===== config.mk =====
export PLATFORM = sky130hd
export DESIGN_NAME = dram_access_ctrl
export DESIGN_NICKNAME = d
export VERILOG_FILES = /design/src/rtl/dram_ctrl_pkg.sv /design/src/rtl/dram_ctrl_path.sv /design/src/rtl/dram_ctrl_fsm.sv /design/src/rtl/dram_access_ctrl.sv
export SDC_FILE = /design/constraint.sdc
export NUM_CORES = 1
export LEC_CHECK = 0
export ABC_CLOCK_PERIOD_IN_PS = 2270
export BUFFER_PORTS_ARGS = -buffer_cell sky130_fd_sc_hd__buf_2
export CAP_MARGIN = 20
export CORE_MARGIN = 4
export CORE_UTILIZATION = 25
export CTS_CLUSTER_SIZE = 28
export DETAILED_ROUTE_END_ITERATION = 16
export GPL_TIMING_DRIVEN = 0
export MAX_ROUTING_LAYER = met4
export PLACE_DENSITY = 0.39
export SYNTH_ARGS = -nofsm -noshare
export SYNTH_HDL_FRONTEND = slang
export SYNTH_SLANG_ARGS = --single-unit

===== constraint.sdc =====
create_clock -name clk -period 2.27 [get_ports clk]
set_clock_uncertainty 0.15 [all_clocks]
set_input_delay 0.454 -clock clk [delete_from_list [all_inputs] [get_ports clk]]
set_output_delay 0.454 -clock clk [all_outputs]
set_load 0.02 [all_outputs]

===== src/rtl/dram_ctrl_pkg.sv =====
package dram_ctrl_pkg;
  typedef enum logic [2:0] {
    ST_IDLE,
    ST_ROW,
    ST_COL,
    ST_PRE,
    ST_REF
  } seqState_t;

  // Strobes from the control FSM to the datapath
  typedef struct packed {
    logic latchReq;  // capture reqAddr / reqWrite
    logic selCol;    // drive column half
    logic selRef;    // drive refresh row counter
    logic takeRef;   // refresh demand consumed
    logic stepRow;   // advance refresh row counter
  } pathCtl_t;
endpackage


===== src/rtl/dram_ctrl_path.sv =====
module dram_ctrl_path
  import dram_ctrl_pkg::*;
#(
  parameter int ROW_W        = 12,
  parameter int COL_W        = 9,
  parameter int REF_INTERVAL = 1953,
  localparam int ADDR_W      = ROW_W + COL_W,
  localparam int MUX_W       = (ROW_W > COL_W) ? ROW_W : COL_W,
  localparam int TMR_W       = $clog2(REF_INTERVAL)
) (
  input  logic              clk,
  input  logic              rstN,
  input  pathCtl_t          ctl,
  input  logic [ADDR_W-1:0] reqAddr,
  input  logic              reqWrite,
  output logic [MUX_W-1:0]  memAddr,
  output logic              heldWrite,
  output logic              refPending
);
  logic [ADDR_W-1:0] addrReg;
  logic [ROW_W-1:0]  refRow;
  logic [TMR_W-1:0]  refTimer;

  always_ff @(posedge clk) begin
    if (!rstN) begin
      addrReg   <= '0;
      heldWrite <= 1'b0;
    end else if (ctl.latchReq) begin
      addrReg   <= reqAddr;
      heldWrite <= reqWrite;
    end
  end

  // Interval timer: one refresh demand every REF_INTERVAL clocks
  always_ff @(posedge clk) begin
    if (!rstN) begin
      refTimer   <= TMR_W'(REF_INTERVAL - 1);
      refPending <= 1'b0;
    end else begin
      if (refTimer == '0) refTimer <= TMR_W'(REF_INTERVAL - 1);
      else                refTimer <= refTimer - 1'b1;
      if (refTimer == '0)   refPending <= 1'b1;
      else if (ctl.takeRef) refPending <= 1'b0;
    end
  end

  always_ff @(posedge clk) begin
    if (!rstN)            refRow <= '0;
    else if (ctl.stepRow) refRow <= refRow + 1'b1;
  end

  always_comb begin
    if (ctl.selRef)      memAddr = MUX_W'(refRow);
    else if (ctl.selCol) memAddr = MUX_W'(addrReg[COL_W-1:0]);
    else                 memAddr = MUX_W'(addrReg[ADDR_W-1:COL_W]);
  end
endmodule


===== src/rtl/dram_ctrl_fsm.sv =====
module dram_ctrl_fsm
  import dram_ctrl_pkg::*;
#(
  parameter int T_RCD = 2,
  parameter int T_CAS = 2,
  parameter int T_RP  = 1,
  parameter int T_REF = 3,
  localparam int MAX_A = (T_RCD > T_CAS) ? T_RCD : T_CAS,
  localparam int MAX_B = (T_RP > T_REF) ? T_RP : T_REF,
  localparam int MAX_T = (MAX_A > MAX_B) ? MAX_A : MAX_B,
  localparam int CNT_W = $clog2(MAX_T + 1)
) (
  input  logic     clk,
  input  logic     rstN,
  input  logic     reqValid,
  input  logic     refPending,
  input  logic     heldWrite,
  output pathCtl_t ctl,
  output logic     busy,
  output logic     done,
  output logic     rowStrobe,
  output logic     colStrobe,
  output logic     memWrite,
  output logic     chipSel
);
  seqState_t        state;
  logic [CNT_W-1:0] phaseCnt;
  logic             doneReg;
  logic             phaseEnd;

  assign phaseEnd = (phaseCnt == '0);

  always_ff @(posedge clk) begin
    if (!rstN) begin
      state    <= ST_IDLE;
      phaseCnt <= '0;
      doneReg  <= 1'b0;
    end else begin
      doneReg <= 1'b0;
      case (state)
        ST_IDLE: begin
          if (refPending) begin
            state    <= ST_REF;
            phaseCnt <= CNT_W'(T_REF - 1);
          end else if (reqValid) begin
            state    <= ST_ROW;
            phaseCnt <= CNT_W'(T_RCD - 1);
          end
        end
        ST_ROW: begin
          if (phaseEnd) begin
            state    <= ST_COL;
            phaseCnt <= CNT_W'(T_CAS - 1);
          end else phaseCnt <= phaseCnt - 1'b1;
        end
        ST_COL: begin
          if (phaseEnd) begin
            state    <= ST_PRE;
            phaseCnt <= CNT_W'(T_RP - 1);
            doneReg  <= 1'b1;
          end else phaseCnt <= phaseCnt - 1'b1;
        end
        ST_REF: begin
          if (phaseEnd) begin
            state    <= ST_PRE;
            phaseCnt <= CNT_W'(T_RP - 1);
          end else phaseCnt <= phaseCnt - 1'b1;
        end
        ST_PRE: begin
          if (phaseEnd) state <= ST_IDLE;
          else          phaseCnt <= phaseCnt - 1'b1;
        end
        default: state <= ST_IDLE;
      endcase
    end
  end

  always_comb begin
    ctl.latchReq = (state == ST_IDLE) && !refPending && reqValid;
    ctl.takeRef  = (state == ST_IDLE) && refPending;
    ctl.selCol   = (state == ST_COL);
    ctl.selRef   = (state == ST_REF);
    ctl.stepRow  = (state == ST_REF) && phaseEnd;
  end

  assign busy      = (state != ST_IDLE);
  assign done      = doneReg;
  assign rowStrobe = (state == ST_ROW) || (state == ST_COL) || (state == ST_REF);
  assign colStrobe = (state == ST_COL);
  assign chipSel   = rowStrobe;
  assign memWrite  = ((state == ST_ROW) || (state == ST_COL)) && heldWrite;
endmodule


===== src/rtl/dram_access_ctrl.sv =====
module dram_access_ctrl
  import dram_ctrl_pkg::*;
#(
  parameter int ROW_W        = 12,
  parameter int COL_W        = 9,
  parameter int T_RCD        = 2,
  parameter int T_CAS        = 2,
  parameter int T_RP         = 1,
  parameter int T_REF        = 3,
  parameter int CLK_KHZ      = 125000,
  parameter int RETAIN_MS    = 64,
  parameter int REF_INTERVAL = (RETAIN_MS * CLK_KHZ) >> ROW_W,
  localparam int ADDR_W      = ROW_W + COL_W,
  localparam int MUX_W       = (ROW_W > COL_W) ? ROW_W : COL_W
) (
  input  logic              clk,
  input  logic              rstN,
  input  logic              reqValid,
  input  logic              reqWrite,
  input  logic [ADDR_W-1:0] reqAddr,
  output logic              busy,
  output logic              done,
  output logic [MUX_W-1:0]  memAddr,
  output logic              rowStrobe,
  output logic              colStrobe,
  output logic              memWrite,
  output logic              chipSel
);
  pathCtl_t ctl;
  logic     refPending;
  logic     heldWrite;

  dram_ctrl_fsm #(
    .T_RCD(T_RCD), .T_CAS(T_CAS), .T_RP(T_RP), .T_REF(T_REF)
  ) u_fsm (
    .clk(clk), .rstN(rstN), .reqValid(reqValid), .refPending(refPending),
    .heldWrite(heldWrite), .ctl(ctl), .busy(busy), .done(done),
    .rowStrobe(rowStrobe), .colStrobe(colStrobe), .memWrite(memWrite),
    .chipSel(chipSel)
  );

  dram_ctrl_path #(
    .ROW_W(ROW_W), .COL_W(COL_W), .REF_INTERVAL(REF_INTERVAL)
  ) u_path (
    .clk(clk), .rstN(rstN), .ctl(ctl), .reqAddr(reqAddr), .reqWrite(reqWrite),
    .memAddr(memAddr), .heldWrite(heldWrite), .refPending(refPending)
  );
endmodule


[After elaboration in Yosys (flattened, before gate mapping)]
Cells that the tools add are included.
Storage, ports and cells
  flip-flop bits (word level): 52
  input port bits: 25
  memories: 0
  logic and storage cells: 57
  RAM bits: 0
  ROM bits: 0
  latch bits: 0
  output and inout bits: 18
Cells by class
  magnitude comparators: 0
  multiply operators: 0
  $add $sub $neg: 3
  mux-type cells: 17
  shifts and indexed selects: 0
  equal/unequal tests: 9
  divide/modulo/power cells: 0
  reductions and logical operators: 19
  bitwise logic cells: 1
Operators by type and width (count)
  $mux 12: 2
  $mux 3: 5
  $add 12x1->12 const B: 1
  $pmux 3 s4: 1
  $logic_not 11->1: 1
  $sub 11x1->11 const B: 1
  $mux 2: 5
  $pmux 2 s4: 1
  $eq 3x2->1 const B: 2
  $ne 2x1->1 const B: 3
  $logic_and 1x1->1: 5
  $reduce_and 4->1: 1
  $reduce_bool 4->1: 1
  $reduce_or 2->1: 2
  $eq 3x1->1 const B: 1
  $eq 3x3->1 const B: 1
  $logic_not 3->1: 1
  $mux 1: 3
  $ne 3x2->1 const B: 1
  $reduce_and 3->1: 1
  $reduce_bool 3->1: 1
  $logic_not 2->1: 1
  $logic_or 1x1->1: 2
  $ne 2x2->1 const B: 1
  other kinds (5): 5

[Depth between registers and ports, before layout]
Gate-level depths: netlist of the first run.
  depth in word-level cells: 4
  gate-level depth with buffers: 8
  gate-level depth less buffers: 6

[Cells and area by module]
A second synthesis of the first run with hierarchy kept.
Second synthesis, totals
  cell total of the unflattened synthesis: 303
  area, all modules: 2640.0 um2
By module, submodules not included
  dram_ctrl_path: cells an instance 234, area each 2090.8 um2, seq. area each 920.9 um2, times used 1
  dram_ctrl_fsm: cells an instance 69, area each 549.3 um2, seq. area each 120.1 um2, times used 1

[Least setup slack after synthesis of the first run]
OpenSTA, ideal clock, no wires.
  path type: register to output
  start point: register u_fsm.state[1]
  end point: output port rowStrobe
  path buffers: 3
  path slack: 177 ps
  cell stages (with the launch flop): 7
  data required time: 1666 ps
  arrival: 1489 ps
  cells stage by stage: dfxtp_1 > buf_2 > buf_2 > xor2_1 > nor2_1 > nor2_1 > buf_4
On the way
  word-level cells in the longest chain between the ends: 3
  elaborated cells between the ends (all ways): 5
  classes of those cells: eq/ne (3); reduce/logical (2)
Ends and longest elaborated chain
  start, declared: RTL line dram_ctrl_fsm.sv:26  | seqState_t state;
  start signal, assigned: RTL line dram_ctrl_fsm.sv:35  | state <= ST_IDLE;
  start signal, assigned: RTL line dram_ctrl_fsm.sv:43  | state <= ST_REF;
  start signal, assigned: RTL line dram_ctrl_fsm.sv:46  | state <= ST_ROW;
  $eq 3x1->1 / $eq 3x2->1 (equally long branches): RTL line dram_ctrl_fsm.sv:88  | assign rowStrobe = (state == ST_ROW) || (state == ST_COL) || (state == ST_REF);
  $logic_or 1x1->1: RTL line dram_ctrl_fsm.sv:88
  $logic_or 1x1->1 *: RTL line dram_ctrl_fsm.sv:88
  end, declared: RTL line dram_access_ctrl.sv:24  | output logic rowStrobe,
Every way passes the cells marked *; elsewhere a longest branch is shown, timed or not.

[Final worst setup path of the first run]
  start point: register u_fsm.state[0]
  end point: output port memAddr[3]
On the way
  word-level cells in the longest chain between the ends: 3
  elaborated cells between the ends (all ways): 4
  classes of those cells: eq/ne (2); mux (2)
Ends and longest elaborated chain
  $eq 3x2->1: RTL line dram_ctrl_fsm.sv:81  | ctl.selCol = (state == ST_COL);
  $mux 12: RTL line dram_ctrl_path.sv:54  | else if (ctl.selCol) memAddr = MUX_W'(addrReg[COL_W-1:0]);
  $mux 12 *: RTL line dram_ctrl_path.sv:53  | if (ctl.selRef) memAddr = MUX_W'(refRow);
  end, declared: RTL line dram_access_ctrl.sv:23  | output logic [MUX_W-1:0] memAddr,
Marks and branches as above.

==> summary.md, run 1 <==
| Metric | Value |
|---|---|
| Area grow syn2layout | 29.73% |
| Setup crit end kind | output pin |
| Post-synth top cells | 62 x nand2_1, 52 x dfxtp_1, 24 x a21boi_0 |
| Final Wtd Congestion | 0.7749 |
| RSZ-0062 raised after global routing | true |
| WHS | 0.2282 ns |
| Routed wire length | 8025 µm |
| Crit path time final | 2.290 ns |
| Post-synth top area share | 38.90% |
| Final antenna-violating net count | 0 |
| Initial DRT Pass Iterations | 4 |
| Main synth FF type | dfxtp_1 |
| Final Hold Fails | 0 |
| Fin. max-slew vios | 0 |
| WP depth | 6 |
| Placed cell count | 504 |
| # hold bufs at CTS | 0 |
| Ranking of synthesized cells by area | dfxtp_1 39%, nand2_1 8.7%, a21boi_0 6.7% |
| WP data required | 1.67 ns |
| Width of the die | 111.5 µm |
| Critical path arrival | 1.69 ns |
| Worst Hold Depth | 3 |
| Yosys cell types | 44 |
| Fraction of layout cells with a size suffix above 1 | 24.54% |
| Number of port buffers | 41 |
| H-tree lvl count | 2 |
| Initial core utilization | 25.81% |
| CTS max path bufs | 2 |
| R2R depth | 6 |
| Crit Path Max Fanout | 6 |
| Largest area contributor in the netlist | dfxtp_1 |
| Top delay family on crit path | buffers and inverters |
| Sequential fraction of the synthesis area | 38.90% |
| CP cell instances | buf_12 -> clkinvlp_4 -> buf_8 -> o22ai_1 -> a21oi_2 -> buf_4 |
| Final nets | 412 |
| Die footprint | 12420 µm² |
| Grt ovf | 0 |
| CTS buffer count | 5 |
| Vert. Die Dim | 111.5 µm |
| Status | complete, but fails checks |
| Initial antenna violation count | 0 |
| Seq cells post-synth | 52 |
| Syn Area/Cell | 8.184 µm² |
| CTS root buf | clkbuf_8 |
| Syn nets | 357 |
| HP Class | in -> reg |
| Post-Synthesis Cells | 327 |
| Actual slew at the worst max-slew pin | 0.6319 ns |
| FP Rows | 37 |
| RR Startpoint | u_fsm.state[0] |
| # diodes | 0 |
| Post-DP HPWL | 5732 µm |
| Period utilization | 100.9% |
| Buffers & Inverters on Critical Path | 4 |
| Vias per inst | 4.721 |
| Max-Cap Viols | 0 |
| Synthesis Warnings | 0 |
| Core area | 10370 µm² |
| Worst-Skew Late Latency | 0.31 ns |
| CTS tree | built |
| Slowest CP cell | dfxtp_4 |
| Worst vdd ir | 368.9 µV |
| Post-synthesis async set-or-reset flop share | 0% |
| PwrDens | 907.5 nW/µm² |
| Non-Filler Instances | 519 |
| Vias in the first global route | 2531 |
| Post-synth EDFFs | 0 |
| Fillcell total | 1136 |
| First-iteration detailed-routing DRC count | 91 |
| Total GRT Usage | 13.39% |
| Final setup TNS | -0.02882 ns |
| Crit. Startpoint | u_fsm.state[0] |
| Largest net degree at the start of global routing | 17 |
| Slew margin rel. | 57.87% |
| Max incr delay on CP | 0.38 ns |
| DR WL/cell | 15.46 µm |
| Hold wc startpoint | reqAddr[15] |
| Leak | 0.001367 µW |
| Failing checks | setup timing |
| Mapped Area | 2676 µm² |
| IO Count | 43 |
| Setup ws final | -0.02006 ns |
| DRC errors left | 0 |
| Max Clk Rate | 0.4367 GHz |
| Critical setup path kind | reg -> out |
| Setup crit start kind | flip-flop |
| First-pass GRT wire length | 13260 µm |
| Total number of vias | 2450 |
| Final setup viols | 3 |
| Worst-path clk slew | 0.10 ns |
| TritonCTS Sinks | 52 |
| Most frequent cell after synthesis | nand2_1 |
## flip-flops by register name, indices dropped and copies added (netlist names)
| register | flops |
|---|---|
| u_path.addrReg | 21 |
| u_path.refPending | 1 |
| u_fsm.state | 3 |
| u_fsm.phaseCnt | 2 |
| u_path.heldWrite | 1 |
| u_path.refTimer | 11 |
| u_path.refRow | 12 |
| u_fsm.done | 1 |
## logic make-up after synthesis
| group | after synthesis | synth area share (%) |
|---|---|---|
| AO/OA/AOI/OAI | 86 | 22.86 |
| multiplexers | 1 | 0.3740 |
| flip-flops | 52 | 38.90 |
| AND/OR/NAND/NOR | 131 | 23.94 |
| adder cells (fa/ha/maj) | 5 | 2.338 |
| XOR/XNOR | 19 | 6.218 |
| buffers and inverters | 33 | 5.376 |
## per-stage QoR
step	cell area [µm²]	total power, µW	utilization [%]	setup WS (ns)
floorplan	2676	1909	-	0.1771
global placement	3052	2254	29.43	-0.1766
detailed placement	3052	2261	29.43	-0.1879
CTS	3278	3002	31.61	-0.004370
global route	3472	3374	33.48	-0.09673
finish	3472	3151	33.48	-0.02006
## layout make-up
cell class / count / area, µm² / share of cell area (%)
multi-input cells: 243 / 1614 / 46.49
repair buffers: 48 / 307.8 / 8.865
clock buffers: 6 / 82.58 / 2.378
plain buffers: 22 / 185.2 / 5.333
inverters: 10 / 48.80 / 1.405
clock inverters: 2 / 15.01 / 0.4324
well taps: 136 / 170.2 / 4.901
flip-flops and latches: 52 / 1049 / 30.20
## path summary, 6_finish.rpt
path,slack (ns),endpoint
max,-0.02,memAddr[3]
min,0.23,u_path.addrReg[15]
max reg2reg,0.21,u_path.addrReg[17]
min reg2reg,0.32,u_path.refTimer[0]
## layer usage
layer	track usage [%]	wire length [µm]	vias to the layer above
li1	-	-	1248
met4	3.406	100	0
met3	2.228	234	11
met2	21.55	3794	39
met5	-	0	-
met1	17.53	3896	1152
## worst reg2reg max path: stages, from the launching register on
cell	delay (ns)
dfxtp_4	0.37
buf_4	0.15
nor3_1	0.43
nand3b_1	0.26
clkbuf_1	0.36
nand2_1	0.15
a21boi_0	0.09
## what timing repair did
item | in CTS | in global routing
cloned | 1 | 2
resized for setup | 44 | 27
endpoints found under the setup margin | 16 | 21
buffers inserted | 0 | 5
pin swaps | 5 | 6
## cells in the final DEF (no fill, tap or decap), drive strengths merged, types with 7 or more instances in the layout
cell and count:
nor2 15, o22ai 20, dfxtp 52, inv 9, a21boi 24, and2 12
buf 61, xor2 13, nor3 11, nand2 63, nand3 7, clkbuf 15
o22a 9, a21oi 12
## power breakdown
group / leakage [µW] / total, µW / internal (µW) / switching, µW
Clock: 0.0000434 / 584 / 248 / 336
Sequential: 0.000426 / 1110 / 1020 / 96.7
Combinational: 0.000897 / 1450 / 654 / 799
(Power assumes the default switching activity.)
==> run 2, diff against run 1 <==
REMOVE_ABC_BUFFERS = 1   (was not set)
==> summary.md, run 2 (synthesis gave the netlist of run 1 again) <==
| Metric | Value |
|---|---|
| Status | completed |
| Worst vdd ir | 242.9 µV (-34%) |
| Multi-input logic area | 1541 µm² (-4.5%) |
| Core area | 10370 µm² (unchanged) |
| Vias per inst | 4.693 (-0.59%) |
| Initial antenna violation count | 0 (unchanged) |
| Number of port buffers | 42 (+2.4%) |
| CTS root buf | clkbuf_8 |
| Setup crit end kind | output pin |
| Max-Cap Viols | 0 (unchanged) |
| Critical setup path kind | reg -> out |
| Worst-Skew Late Latency | 0.31 ns (about the same) |
| Die footprint | 12420 µm² (unchanged) |
| Max Clk Rate | 0.4613 GHz (+5.6%) |
| Post-DP HPWL | 4515 µm (-21%) |
| Routed wire length | 7406 µm (-7.7%) |
| Non-Filler Instances | 501 (-3.5%) |
| Critical path arrival | 1.56 ns (-0.13 ns) |
| H-tree lvl count | 2 (unchanged) |
| Crit Path Max Fanout | 25 (+19) |
| Final antenna-violating net count | 0 (unchanged) |
| Grt ovf | 0 (unchanged) |
| Fillcell total | 1154 (+1.6%) |
| Slew margin rel. | 52.17% (-5.7 points) |
| Initial DRT Pass Iterations | 4 (unchanged) |
| Crit path time final | 2.168 ns (-0.1221 ns) |
| RSZ-0062 raised after global routing | false |
| Max reg flops | 21 (unchanged) |
| Fin. max-slew vios | 0 (unchanged) |
| First-pass GRT wire length | 12560 µm (-5.3%) |
| Total GRT Usage | 12.77% (-0.61 points) |
| Initial core utilization | 25.81% (unchanged) |
| Vert. Die Dim | 111.5 µm (unchanged) |
| Setup crit start kind | flip-flop |
| TritonCTS Sinks | 52 (unchanged) |
| Period utilization | 95.51% (-5.4 points) |
| Most frequent cells in the layout | 61 x nand2_1, 49 x dfxtp_1, 42 x buf_2 |
| Register Area | 1050 µm² (+0.12%) |
| Width of the die | 111.5 µm (unchanged) |
| Area grow syn2layout | 19.92% |
| # hold bufs at CTS | 0 (unchanged) |
| First-iteration detailed-routing DRC count | 108 (+19%) |
| Top flop regs | u_path.addrReg x21, u_path.refRow x12, u_path.refTimer x11 |
| Worst-path clk slew | 0.09 ns (about the same) |
| Actual slew at the worst max-slew pin | 0.7175 ns (+0.08560 ns) |
| CTS max path bufs | 2 (unchanged) |
| # diodes | 0 (unchanged) |
| PwrDens | 890.9 nW/µm² (-1.8%) |
| R2R depth | 6 (unchanged) |
| Fin util | 30.95% (-2.5 points) |
| CTS tree | built |
| Leak | 0.001264 µW (-7.5%) |
| Total number of vias | 2351 (-4.0%) |
| Final setup viols | 0 (-3) |
| Most common library cell in the layout ignoring fill and taps | nand2_1 |
| Top reg by flops | u_path.addrReg |
| Worst Hold Depth | 3 (unchanged) |
| Final Hold Fails | 0 (unchanged) |
| Fraction of layout cells with a size suffix above 1 | 20.82% (-3.7 points) |
| DRC errors left | 0 (unchanged) |
| FP Rows | 37 (unchanged) |
| IO Count | 43 (unchanged) |
| Placed cell count | 483 (-4.2%) |
| CTS buffer count | 5 (unchanged) |
| HP Class | in -> reg |
| WP data required | 1.67 ns (about the same) |
| Vias in the first global route | 2388 (-5.6%) |
| Largest net degree at the start of global routing | 46 (+29) |
| DR WL/cell | 14.78 µm (-4.4%) |
| Final nets | 394 (-4.4%) |
| Final Wtd Congestion | 0.7137 (-7.9%) |
## run 2: cell count changes in the layout (fill, tap and decap cells not counted), sizes merged
cell / change
nand3b: +1
clkbuf: -8
inv: -1
nand2: -1
buf: -9
## run 2: cell type report
class                   count  share of cell area (%)
multi-input cells         243                   48.03
flip-flops and latches     52                   32.71
repair buffers             52                   9.630
well taps                 136                   5.302
clock buffers               7                   2.690
inverters                  10                   1.404
clock inverters             1                  0.2339
## run 2: final timing paths
path / slack (ns) / start / endpoint
setup / recovery: 0.10 / u_fsm.state[2] / busy
hold / removal: 0.23 / reqAddr[14] / u_path.addrReg[14]
setup reg to reg: 0.21 / u_fsm.phaseCnt[0] / u_path.refRow[11]
hold reg to reg: 0.32 / u_path.refTimer[0] / u_path.refTimer[0]
## run 2: layer usage
layer	GRT usage [%]	routed length, µm
met1	16.99	3759
met2	19.94	3323
met3	2.500	232
met4	3.325	91
met5	-	0
## run 2: what timing repair did
item,in CTS,in global routing
cloned,1,0
resized for setup,14,4
setup endpoints to repair,43,14
pin swaps,1,1
buffers inserted,9,0
## run 2: worst max-delay path, cell delays in order (launching register included)
cell and delay (ns):
dfxtp_2 0.43, buf_16 0.21, nor3_4 0.31, inv_1 0.12
buf_2 0.18
## run 2: where the power goes
group / total (µW) / internal, µW / switching (µW)
sequential: 1130 / 1020 / 112
clock: 558 / 249 / 309
combinational: 1170 / 469 / 703
total: 2860 / 1740 / 1120
## run 2: stage by stage
step	hold WS, ns	TNS (ns)	cell area [µm²]	setup slack, ns	total power [µW]
2_1_floorplan	0.2751	-1.389	2570	-0.1568	1842
3_3_place_gp	0.3000	-25.38	2950	-0.8523	2167
3_5_place_dp	0.3017	-20.34	2978	-0.9632	2185
4_1_cts	0.2232	0	3194	0.02469	2894
5_1_grt	0.2287	0	3209	0.0002993	3086
6_report	0.2322	0	3209	0.1020	2859
